--- config.mk ---
export PLATFORM = sky130hd
export DESIGN_NAME = cfc_fill_ctrl
export DESIGN_NICKNAME = d
export VERILOG_FILES = /design/src/rtl/cfc_pkg.sv /design/src/rtl/cfc_tag_array.sv /design/src/rtl/cfc_fill_buf.sv /design/src/rtl/cfc_fill_ctrl.sv
export SDC_FILE = /design/constraint.sdc
export NUM_CORES = 1
export LEC_CHECK = 0
export BUFFER_PORTS_ARGS = -buffer_cell sky130_fd_sc_hd__buf_2
export CAP_MARGIN = 20
export CORE_MARGIN = 10
export CORE_UTILIZATION = 53
export CTS_CLUSTER_DIAMETER = 40
export DETAILED_ROUTE_END_ITERATION = 6
export PLACE_DENSITY = 0.75
export SLEW_MARGIN = 20
export SYNTH_ARGS = -nofsm -noshare
export SYNTH_HDL_FRONTEND = slang
export SYNTH_SLANG_ARGS = --single-unit
--- constraint.sdc ---
create_clock -name clk -period 3.7 [get_ports clk]
set_clock_uncertainty 0.1 [all_clocks]
set_input_delay 0.74 -clock clk [delete_from_list [all_inputs] [get_ports clk]]
set_output_delay 0.74 -clock clk [all_outputs]
set_load 0.005 [all_outputs]
--- src/rtl/cfc_pkg.sv ---
// Shared types of the coherent miss fill controller.
// Assumes: one coherence state per line, one state per fill buffer.
package cfc_pkg;
    typedef enum logic [1:0] {
        LN_I = 2'd0,
        LN_S = 2'd1,
        LN_E = 2'd2,
        LN_M = 2'd3
    } line_st_t;

    typedef enum logic [1:0] {
        FB_IDLE  = 2'd0,
        FB_WAIT  = 2'd1,
        FB_DRAIN = 2'd2
    } fb_st_t;
endpackage

--- src/rtl/cfc_tag_array.sv ---
// Tag, state and data store of a direct-mapped cache, with snoop handling.
// Does: combinational lookup, write hits, snoop answers, fill installs with
// victim write-back. Assumes: the caller never writes and snoops the same
// index in one cycle, and never writes and installs the same index.
// A snoop and an install to one index apply in that order.
module cfc_tag_array
    import cfc_pkg::*;
#(
    parameter int NL = 8,
    parameter int TW = 5,
    parameter int DW = 16
) (
    input  logic                  clk,
    input  logic                  rst_n,
    input  logic [$clog2(NL)-1:0] lk_idx,
    output line_st_t              lk_st,
    output logic [TW-1:0]         lk_tag,
    output logic [DW-1:0]         lk_data,
    input  logic                  wr_en,
    input  logic [$clog2(NL)-1:0] wr_idx,
    input  logic [DW-1:0]         wr_data,
    input  logic                  snp_en,
    input  logic [$clog2(NL)-1:0] snp_idx,
    input  logic [TW-1:0]         snp_tag,
    input  logic                  snp_inv,
    output logic                  sr_valid,
    output logic                  sr_hit,
    output logic                  sr_dirty,
    output logic [DW-1:0]         sr_data,
    input  logic                  ins_en,
    input  logic [$clog2(NL)-1:0] ins_idx,
    input  logic [TW-1:0]         ins_tag,
    input  logic [DW-1:0]         ins_data,
    input  logic                  ins_shared,
    output logic                  wb_valid,
    output logic [TW+$clog2(NL)-1:0] wb_line,
    output logic [DW-1:0]         wb_data
);
    localparam int IW = $clog2(NL);

    line_st_t      st [NL];
    logic [TW-1:0] tg [NL];
    logic [DW-1:0] dt [NL];
    logic          snp_match;

    // Lookup port for the request path.
    assign lk_st   = st[lk_idx];
    assign lk_tag  = tg[lk_idx];
    assign lk_data = dt[lk_idx];

    // A snoop touches the array only for a valid line with matching tag.
    assign snp_match = snp_en && (st[snp_idx] != LN_I) && (tg[snp_idx] == snp_tag);

    // Array update: write hit, then snoop effect, then install (last wins).
    always_ff @(posedge clk) begin
        if (!rst_n) begin
            for (int i = 0; i < NL; i++) st[i] <= LN_I;
        end else begin
            if (wr_en) begin
                st[wr_idx] <= LN_M;
                dt[wr_idx] <= wr_data;
            end
            if (snp_match) st[snp_idx] <= snp_inv ? LN_I : LN_S;
            if (ins_en) begin
                st[ins_idx] <= ins_shared ? LN_S : LN_E;
                tg[ins_idx] <= ins_tag;
                dt[ins_idx] <= ins_data;
            end
        end
    end

    // Registered snoop answer and victim write-back.
    always_ff @(posedge clk) begin
        if (!rst_n) begin
            sr_valid <= 1'b0;
            sr_hit   <= 1'b0;
            sr_dirty <= 1'b0;
            sr_data  <= '0;
            wb_valid <= 1'b0;
            wb_line  <= '0;
            wb_data  <= '0;
        end else begin
            sr_valid <= snp_en;
            sr_hit   <= snp_match;
            sr_dirty <= snp_match && (st[snp_idx] == LN_M);
            sr_data  <= (snp_match && (st[snp_idx] == LN_M)) ? dt[snp_idx] : '0;
            wb_valid <= ins_en && (st[ins_idx] == LN_M)
                        && !(snp_match && (snp_idx == ins_idx));
            wb_line  <= {tg[ins_idx], ins_idx};
            wb_data  <= dt[ins_idx];
        end
    end


    write_state_chk: assert property (@(posedge clk) disable iff (!rst_n)
        wr_en |-> (st[wr_idx] == LN_E || st[wr_idx] == LN_M));


    install_state_chk: assert property (@(posedge clk) disable iff (!rst_n)
        ins_en |=> (st[$past(ins_idx)] == ($past(ins_shared) ? LN_S : LN_E)));


    snoop_inv_chk: assert property (@(posedge clk) disable iff (!rst_n)
        (snp_match && snp_inv && !(ins_en && ins_idx == snp_idx))
        |=> (st[$past(snp_idx)] == LN_I));

    logic unused_ok;
    assign unused_ok = ^{IW};
endmodule

--- src/rtl/cfc_fill_buf.sv ---
// One line-fill buffer: holds the transient wait-for-data state of a miss,
// the ordered list of attached requesters, and the fill data while it
// hands the data to them one per pop. Assumes MQ >= 2 and that the caller
// never merges into a full buffer.
module cfc_fill_buf
    import cfc_pkg::*;
#(
    parameter int LW  = 8,
    parameter int IDW = 4,
    parameter int DW  = 16,
    parameter int MQ  = 4
) (
    input  logic           clk,
    input  logic           rst_n,
    input  logic           alloc,
    input  logic [LW-1:0]  alloc_line,
    input  logic [IDW-1:0] alloc_id,
    input  logic           merge,
    input  logic [IDW-1:0] merge_id,
    input  logic           fill,
    input  logic [DW-1:0]  fill_data,
    input  logic           pop,
    output fb_st_t         fb_st,
    output logic [LW-1:0]  fb_line,
    output logic           full,
    output logic [IDW-1:0] head_id,
    output logic [DW-1:0]  fb_data
);
    localparam int QW = $clog2(MQ + 1);
    localparam int PW = $clog2(MQ);

    fb_st_t         st_q;
    logic [LW-1:0]  line_q;
    logic [IDW-1:0] ids [MQ];
    logic [QW-1:0]  cnt;
    logic [PW-1:0]  rd;
    logic [DW-1:0]  data_q;

    // Buffer state machine: idle -> wait for data -> drain -> idle.
    always_ff @(posedge clk) begin
        if (!rst_n) begin
            st_q <= FB_IDLE;
            cnt  <= '0;
            rd   <= '0;
        end else begin
            case (st_q)
                FB_IDLE: if (alloc) begin
                    st_q   <= FB_WAIT;
                    line_q <= alloc_line;
                    ids[0] <= alloc_id;
                    cnt    <= QW'(1);
                    rd     <= '0;
                end
                FB_WAIT: begin
                    if (merge) begin
                        ids[cnt[PW-1:0]] <= merge_id;
                        cnt              <= cnt + QW'(1);
                    end
                    if (fill) begin
                        st_q   <= FB_DRAIN;
                        data_q <= fill_data;
                    end
                end
                FB_DRAIN: if (pop) begin
                    if (QW'(rd) + QW'(1) == cnt) st_q <= FB_IDLE;
                    else                         rd   <= rd + PW'(1);
                end
                default: st_q <= FB_IDLE;
            endcase
        end
    end

    assign fb_st   = st_q;
    assign fb_line = line_q;
    assign full    = (cnt == QW'(MQ));
    assign head_id = ids[rd];
    assign fb_data = data_q;


    wait_hold_chk: assert property (@(posedge clk) disable iff (!rst_n)
        (st_q == FB_WAIT && !fill) |=> (st_q == FB_WAIT && $stable(line_q)));
endmodule

--- src/rtl/cfc_fill_ctrl.sv ---
// Coherent miss fill controller (top). Looks up each core request in the
// tag array. Hits answer the next cycle. Read misses either join a waiting
// fill buffer with the same line or take the lowest idle buffer and issue a
// memory request. Memory replies install the line and drain the attached
// requesters in order. Snoops are served from the array every cycle.
// Assumes: memory always accepts a request; the fabric orders a snoop that
// coincides with a fill before that fill.
module cfc_fill_ctrl
    import cfc_pkg::*;
#(
    parameter int AW  = 8,
    parameter int NL  = 8,
    parameter int IDW = 4,
    parameter int DW  = 16,
    parameter int NFB = 2,
    parameter int MQ  = 4,
    parameter int CW  = 16,
    localparam int BW = (NFB > 1) ? $clog2(NFB) : 1
) (
    input  logic           clk,
    input  logic           rst_n,
    input  logic           req_valid,
    output logic           req_ready,
    input  logic           req_wr,
    input  logic [AW-1:0]  req_addr,
    input  logic [IDW-1:0] req_id,
    input  logic [DW-1:0]  req_wdata,
    output logic           hr_valid,
    output logic [IDW-1:0] hr_id,
    output logic [DW-1:0]  hr_data,
    output logic           hr_err,
    output logic           fr_valid,
    output logic [IDW-1:0] fr_id,
    output logic [DW-1:0]  fr_data,
    output logic           mem_req_valid,
    output logic [AW-1:0]  mem_req_line,
    output logic [BW-1:0]  mem_req_buf,
    input  logic           mem_fill_valid,
    input  logic [BW-1:0]  mem_fill_buf,
    input  logic [DW-1:0]  mem_fill_data,
    input  logic           mem_fill_shared,
    input  logic           snp_valid,
    input  logic [AW-1:0]  snp_addr,
    input  logic           snp_inv,
    output logic           sr_valid,
    output logic           sr_hit,
    output logic           sr_dirty,
    output logic [DW-1:0]  sr_data,
    output logic           wb_valid,
    output logic [AW-1:0]  wb_line,
    output logic [DW-1:0]  wb_data,
    output logic [CW-1:0]  miss_cnt,
    output logic [CW-1:0]  merge_cnt
);
    localparam int IW = $clog2(NL);
    localparam int TW = AW - IW;

    line_st_t       lk_st;
    logic [TW-1:0]  lk_tag;
    logic [DW-1:0]  lk_data;
    fb_st_t         fb_st   [NFB];
    logic [AW-1:0]  fb_line [NFB];
    logic           fb_full [NFB];
    logic [IDW-1:0] fb_head [NFB];
    logic [DW-1:0]  fb_data [NFB];

    logic [IW-1:0] req_idx;
    logic [TW-1:0] req_tag;
    logic          lk_hit, rd_miss, blocked, fill_fire;
    logic [AW-1:0] fill_line;
    logic          m_found, f_found, d_found;
    logic [BW-1:0] m_sel, f_sel, d_sel;
    logic          acc, do_hit, do_merge, do_alloc, wr_ok, do_wr, wr_err;

    assign req_idx = req_addr[IW-1:0];
    assign req_tag = req_addr[AW-1:IW];

    // Hit detection and fill acceptance.
    assign lk_hit    = (lk_st != LN_I) && (lk_tag == req_tag);
    assign fill_fire = mem_fill_valid && (fb_st[mem_fill_buf] == FB_WAIT);
    assign fill_line = fb_line[mem_fill_buf];

    // Buffer search: waiting match, lowest idle, lowest draining.
    always_comb begin
        m_found = 1'b0; m_sel = '0;
        f_found = 1'b0; f_sel = '0;
        d_found = 1'b0; d_sel = '0;
        for (int b = NFB - 1; b >= 0; b--) begin
            if (fb_st[b] == FB_WAIT && fb_line[b] == req_addr) begin
                m_found = 1'b1; m_sel = BW'(b);
            end
            if (fb_st[b] == FB_IDLE) begin
                f_found = 1'b1; f_sel = BW'(b);
            end
            if (fb_st[b] == FB_DRAIN) begin
                d_found = 1'b1; d_sel = BW'(b);
            end
        end
    end

    // Request acceptance and classification.
    assign blocked   = (fill_fire && fill_line[IW-1:0] == req_idx)
                    || (snp_valid && snp_addr[IW-1:0] == req_idx);
    assign rd_miss   = !req_wr && !lk_hit;
    assign req_ready = !blocked && !(rd_miss && (m_found ? fb_full[m_sel] : !f_found));
    assign acc       = req_valid && req_ready;
    assign do_hit    = acc && !req_wr && lk_hit;
    assign do_merge  = acc && rd_miss && m_found;
    assign do_alloc  = acc && rd_miss && !m_found;
    assign wr_ok     = lk_hit && (lk_st == LN_E || lk_st == LN_M);
    assign do_wr     = acc && req_wr && wr_ok;
    assign wr_err    = acc && req_wr && !wr_ok;

    cfc_tag_array #(.NL(NL), .TW(TW), .DW(DW)) u_arr (
        .clk        (clk),
        .rst_n      (rst_n),
        .lk_idx     (req_idx),
        .lk_st      (lk_st),
        .lk_tag     (lk_tag),
        .lk_data    (lk_data),
        .wr_en      (do_wr),
        .wr_idx     (req_idx),
        .wr_data    (req_wdata),
        .snp_en     (snp_valid),
        .snp_idx    (snp_addr[IW-1:0]),
        .snp_tag    (snp_addr[AW-1:IW]),
        .snp_inv    (snp_inv),
        .sr_valid   (sr_valid),
        .sr_hit     (sr_hit),
        .sr_dirty   (sr_dirty),
        .sr_data    (sr_data),
        .ins_en     (fill_fire),
        .ins_idx    (fill_line[IW-1:0]),
        .ins_tag    (fill_line[AW-1:IW]),
        .ins_data   (mem_fill_data),
        .ins_shared (mem_fill_shared),
        .wb_valid   (wb_valid),
        .wb_line    (wb_line),
        .wb_data    (wb_data)
    );

    for (genvar b = 0; b < NFB; b++) begin : g_fb
        cfc_fill_buf #(.LW(AW), .IDW(IDW), .DW(DW), .MQ(MQ)) u_fb (
            .clk        (clk),
            .rst_n      (rst_n),
            .alloc      (do_alloc && f_sel == BW'(b)),
            .alloc_line (req_addr),
            .alloc_id   (req_id),
            .merge      (do_merge && m_sel == BW'(b)),
            .merge_id   (req_id),
            .fill       (fill_fire && mem_fill_buf == BW'(b)),
            .fill_data  (mem_fill_data),
            .pop        (d_found && d_sel == BW'(b)),
            .fb_st      (fb_st[b]),
            .fb_line    (fb_line[b]),
            .full       (fb_full[b]),
            .head_id    (fb_head[b]),
            .fb_data    (fb_data[b])
        );
    end

    // Registered responses, memory request, fill delivery and counters.
    always_ff @(posedge clk) begin
        if (!rst_n) begin
            hr_valid      <= 1'b0;
            hr_id         <= '0;
            hr_data       <= '0;
            hr_err        <= 1'b0;
            fr_valid      <= 1'b0;
            fr_id         <= '0;
            fr_data       <= '0;
            mem_req_valid <= 1'b0;
            mem_req_line  <= '0;
            mem_req_buf   <= '0;
            miss_cnt      <= '0;
            merge_cnt     <= '0;
        end else begin
            hr_valid      <= do_hit || do_wr || wr_err;
            hr_id         <= req_id;
            hr_data       <= do_hit ? lk_data : (do_wr ? req_wdata : '0);
            hr_err        <= wr_err;
            mem_req_valid <= do_alloc;
            mem_req_line  <= req_addr;
            mem_req_buf   <= f_sel;
            fr_valid      <= d_found;
            fr_id         <= fb_head[d_sel];
            fr_data       <= fb_data[d_sel];
            if (do_alloc) miss_cnt  <= miss_cnt + CW'(1);
            if (do_merge) merge_cnt <= merge_cnt + CW'(1);
        end
    end


    stall_no_req_chk: assert property (@(posedge clk) disable iff (!rst_n)
        (req_valid && !req_ready) |=> !mem_req_valid);


    merge_no_req_chk: assert property (@(posedge clk) disable iff (!rst_n)
        (merge_cnt != $past(merge_cnt)) |-> !mem_req_valid);
endmodule

# After elaboration in Yosys (flattened, before gate mapping)

Memory sizes are Yosys's and may differ from the RTL's. A register that Yosys moved wholly into a read port is not among the register bits.
Index checks and enable logic that the tools add are counted.
Widths: inputs -> output; s select.

Add/sub/neg operators: 8
Magnitude comparators: 3
Equal/unequal tests: 32
Muxes and demuxes: 98
Bitwise logic cells: 7
Reduce and logical (&&, ||, !) cells: 72

Operator list:

| kind                  | count |
|---|---|
| $mux 16               | 5 |
| $mux 2                | 27 |
| $mux 1                | 45 |
| $logic_and 1x1->1     | 33 |
| $add 16x1->16 const B | 2 |
| $mux 8                | 3 |
| $mux 3                | 7 |
| $mux 4                | 5 |
| $ne 2x1->1 const B    | 10 |
| $reduce_and 3->1      | 6 |
| $eq 8x8->1            | 2 |
| $reduce_and 4->1      | 4 |
| $eq 3x3->1            | 5 |
| $eq 2x2->1 const B    | 6 |
| $pmux 2 s3            | 2 |
| $pmux 3 s2            | 2 |
| $reduce_bool 2->1     | 6 |
| $logic_not 1->1       | 11 |
| $eq 5x5->1            | 2 |
| $pmux 2 s2            | 2 |
| $reduce_or 4->1       | 2 |
| $add 2x1->3 const B   | 2 |
| $add 3x1->3 const B   | 2 |
| $eq 2x1->1 const B    | 3 |
| 10 further kinds      | 26 |

Register bits: 159
RAM bits: 216
Bits of input ports: 61
Output and inout port bits: 130
Logic and storage cells: 252
Memories kept: 5

Memories:

| memory           | depth | width | rd ports | clocked after memory_dff | wr ports | line                | RTL |
|---|---|---|---|---|---|---|---|
| u_arr.dt         | 8     | 16    | 3        | 2                        | 2        | cfc_tag_array.sv:43 | `logic [DW-1:0] dt [NL];` |
| u_arr.tg         | 8     | 5     | 3        | 1                        | 1        | cfc_tag_array.sv:42 | `logic [TW-1:0] tg [NL];` |
| g_fb[0].u_fb.ids | 4     | 4     | 1        | 1                        | 1        | cfc_fill_buf.sv:34  | `logic [IDW-1:0] ids [MQ];` |
| g_fb[1].u_fb.ids | 4     | 4     | 1        | 1                        | 1        | cfc_fill_buf.sv:34  |  |
| u_arr.st         | 8     | 2     | 3        | 0                        | 8        | cfc_tag_array.sv:41 | `line_st_t st [NL];` |

# Depth between registers and ports, before layout

Depth in word-level cells: 22
Gate-level depth with buffers: 12
Mapped depth without buffers: 7

# Modules after synthesis

Synthesis repeated with hierarchy kept, for this count alone.

Cell total of the unflattened synthesis: 1866
Area, all modules: 20867.5 µm²

Modules (own cells, without submodules):

| module        | times used | cells each | area an instance (µm²) | seq. area each (µm²) |
|---|---|---|---|---|
| cfc_tag_array | 1          | 1188       | 13238.9                | 6406.1 |
| cfc_fill_ctrl | 1          | 454        | 3839.9                 | 1701.6 |
| cfc_fill_buf  | 2          | 112        | 1894.3                 | 1381.3 |

# Worst setup path after synthesis

No wires, ideal clock.

Path kind: input to register
From: input port mem_fill_buf
To: memory u_arr.dt[1][0], enable pin
Setup time: 0.364 ns
Arrival time: 3.371 ns
Required time: 3.236 ns
Path slack: -0.135 ns
Stages: 7
Buffers on the path: 3
Path through: buf_2 buf_1 mux2_2 nor3_1 clkbuf_1 a21oi_1 inv_1

RTL lines:

| what        | line                | RTL |
|---|---|---|
| from (decl) | cfc_fill_ctrl.sv:39 | `input logic [BW-1:0] mem_fill_buf,` |
| to (decl)   | cfc_tag_array.sv:43 |  |

==> qor.yml <==
status: "finished clean"
antenna_left: 0
port_buffers: 190
grt_overflow: 0
report.final.slew_viol_count: 0
p_seq_share_pct: 43.4
intPower_w: 0.00859
initial_core_util_pct: 53.9
synthCells: 1912
peakVddDrop_mv: 0.385
die_y_um: 216
layout.nets: 2226
gp_congestion: 0.981
synth_seq_cells: 411
final_core_util_pct: 65.8
end_kind: "output pin"
drt_wl_total_um: 69800
use_met2_pct: 45.9
grt_usage_pct: 28.8
synth_edf_count: 264
min-delay-path-class: "in -> reg"
cts-hold-fix-buffers: 0
relSlewSlack_pct: 19.7
critPathBufInv: 2
netlist-cell-type-count: 78
required_ns: 2.86
pre_cts_ws_ns: -0.289
dpl.hpwl_um: 45600
vias_per_cell: 6.55
crit_slowest_cell: "mux4_2"
critPathMaxFanout: 3
clkLatencyLatePin_ns: 0.62
multiInputGateArea_mm2: 0.00893
slowest_delay_ns: 0.52
arrival_ns: 2.81
cts_tree: "done"
path_class: "reg -> out"
cts.sink_count: 411
yosysSeqAreaShare_pct: 53.3
syn_area_mm2: 0.0204
power_density_mw_per_mm2: 460
path_cells: "mux4_2 -> a2111oi_2 -> a2bb2oi_1 -> buf_4 -> o41a_1 -> a31oi_2 -> buf_2"
grt_pass1_wl_um: 105000
grt_pass1_vias: 17500
yosysMostFrequentCell: "nand2_1"
synthFlopType: "edfxtp_1"
die_area_mm2: 0.0467
grt_most_used_layer: "met2"
p_sw_w: 0.00287
critPathLaunchType: "flop"
fin_ws_ns: 0.0506
syn_area_per_cell_um2: 10.7
grt_max_degree: 95
cts_root_buffer: "clkbuf_16"
ys_async_sr_fraction_pct: 0
vias: 17800
layout_min_cycle_time_ns: 3.65
grt_use_met3_pct: 6.49
regArea_mm2: 0.0109
final-hold-violation-count: 0
ys_warn_count: 0
cts.clk_slew.worst_paths_ns: 0.06
fin_crit_sh_pct: 98.6
yosysTopAreaCell: "edfxtp_1"
core_mm2: 0.0378
synth_commonest_cells: "336 x nand2_1, 264 x edfxtp_1, 147 x dfxtp_1"
drtIter0Drc: 2851
holdWs_ns: 0.296
fillers: 2921
p_leak_nw: 9.60
drt_first_pass_iters: 6
sw_frac_of_total_pct: 25.0
p_clk_share_pct: 47.9
num_antenna_cells: 0
placed_cell_area_mm2: 0.0229
numCtsBuffers: 58
comb_power_share_pct: 8.6
cts_htree_levels: 2
antenna_found_initial: 3
met1_usage_pct: 35.7
setup_viol: 0
rows: 71
io-pin-count: 191
crit_family: "compound AO/OA/AOI/OAI gates"
ys_top_cells_by_area: "edfxtp_1 39%, dfxtp_1 14%, mux2_2 6.3%, nand2_1 6.2%, mux2i_1 2.3%"
worst_pin_slew_ns: 1.19
die_w_um: 216
cts_buffer_depth: 3
max_freq_ghz: 0.274
synth_top_area_share_pct: 38.9
setup_tns_ns: 0
maxCapViolations: 0
layout-drive-gt1-share_pct: 28.3
route.detailed.drc: 0
syn_nets: 1979
areaGrowthSynthToFinish_pct: 22.1
post_drt_wl_per_cell_um: 25.7
design_area_mm2: 0.0249
==> final cells by class <==
class	instances	area share [%]
clock buffers	65	6.18
clock inverters	44	1.66
inverters	26	0.402
multi-input cells	1317	35.9
flip-flops and latches	411	43.6
well taps	511	2.57
repair buffers	345	9.69
==> placed cells by master (no fill, tap or decap), types with 19 or more instances in the layout <==
| cell | instances |
|---|---|
| nor2_1 | 79 |
| edfxtp_1 | 264 |
| dfxtp_1 | 147 |
| clkbuf_16 | 60 |
| a221oi_1 | 34 |
| o31ai_1 | 30 |
| mux2_2 | 115 |
| or4_1 | 29 |
| nand3_1 | 91 |
| and3_1 | 38 |
| nand2_1 | 336 |
| mux4_2 | 19 |
| buf_12 | 22 |
| a311oi_1 | 26 |
| a31oi_1 | 41 |
| buf_2 | 188 |
| a21oi_1 | 87 |
| buf_4 | 130 |
| xor2_1 | 20 |
| inv_1 | 22 |
| mux2i_1 | 44 |
| a22oi_1 | 50 |
| a22o_1 | 22 |
==> worst register-to-register path: cells and delay by family, from the launching register on <==
kind / cells / cell delay [ns]
buffers and inverters: 2 / 0.38
multiplexers: 1 / 0.33
AND/OR/NAND/NOR: 1 / 0.16
AO/OA/AOI/OAI: 4 / 1.51
flip-flops: 1 / 0.45
XOR/XNOR: 1 / 0.09
==> registers in the layout (all words and copies together) (netlist names), 6 cells and up, named ones only <==
register	flops
g_fb.u_fb.ids	32
g_fb.u_fb.cnt	6
mem_req_line	8
u_arr.wb_line	8
u_arr.st	16
g_fb.u_fb.fb_line	16
merge_cnt	16
miss_cnt	16
fr_data	16
u_arr.sr_data	16
g_fb.u_fb.fb_data	32
u_arr.tg	40
u_arr.wb_data	16
u_arr.dt	128
hr_data	16
==> power groups by stage <==
stage                     Sequential, W  Clock, W  Combinational, W
after global placement          0.00507         0          0.000933
after detailed placement        0.00507         0          0.000952
after floorplan                 0.00506         0          0.000548
after CTS                       0.00497   0.00553          0.000960
final                           0.00497   0.00549          0.000989
after global routing            0.00498   0.00573           0.00105
==> stage by stage <==
| step | power, W | std cells |
|---|---|---|
| 4_1_cts | 0.0115 | 2716 |
| 6_report | 0.0115 | 2719 |
| 5_1_grt | 0.0118 | 2719 |
| 3_3_place_gp | 0.00600 | 2607 |
| 3_5_place_dp | 0.00602 | 2607 |
| 2_1_floorplan | 0.00561 | 1912 |
==> final timing paths <==
check / startpoint / end / slack (ns) / cells past startpoint
worst max-delay path: u_arr.st[2][1] / req_ready / 0.05 / 7
worst min-delay path: snp_valid / u_arr.sr_valid / 0.30 / 2
worst max register to register: u_arr.tg[4][0] / u_arr.st[3][1] / 0.39 / 9
worst min register to register: merge_cnt[15] / merge_cnt[15] / 0.38 / 2
==> cell families (layout without fill, tap and decap cells) <==
family | Yosys count | count (layout) | synth area share, %
fa+ha+maj | 6 | 6 | 0.368
compound gates | 383 | 383 | 13.7
buf+inv | 184 | 480 | 3.69
flops | 411 | 411 | 53.3
xor+xnor | 36 | 36 | 1.55
simple gates | 710 | 710 | 16.6
mux | 182 | 182 | 10.8
==> metal layers <==
metal / wire, µm / up-vias
met5: 29 / -
met4: 3850 / 4
met3: 7460 / 275
met2: 32300 / 1248
met1: 26100 / 8549
li1: - / 7723
==> what timing repair did <==
action,in CTS,in global routing
endpoints found under the hold margin,0,0
gates resized for setup,5,9
pin swaps,0,1
setup endpoints to repair,1,1
buffers inserted,0,3
gates cloned,0,0
(Power assumes the default switching activity.)
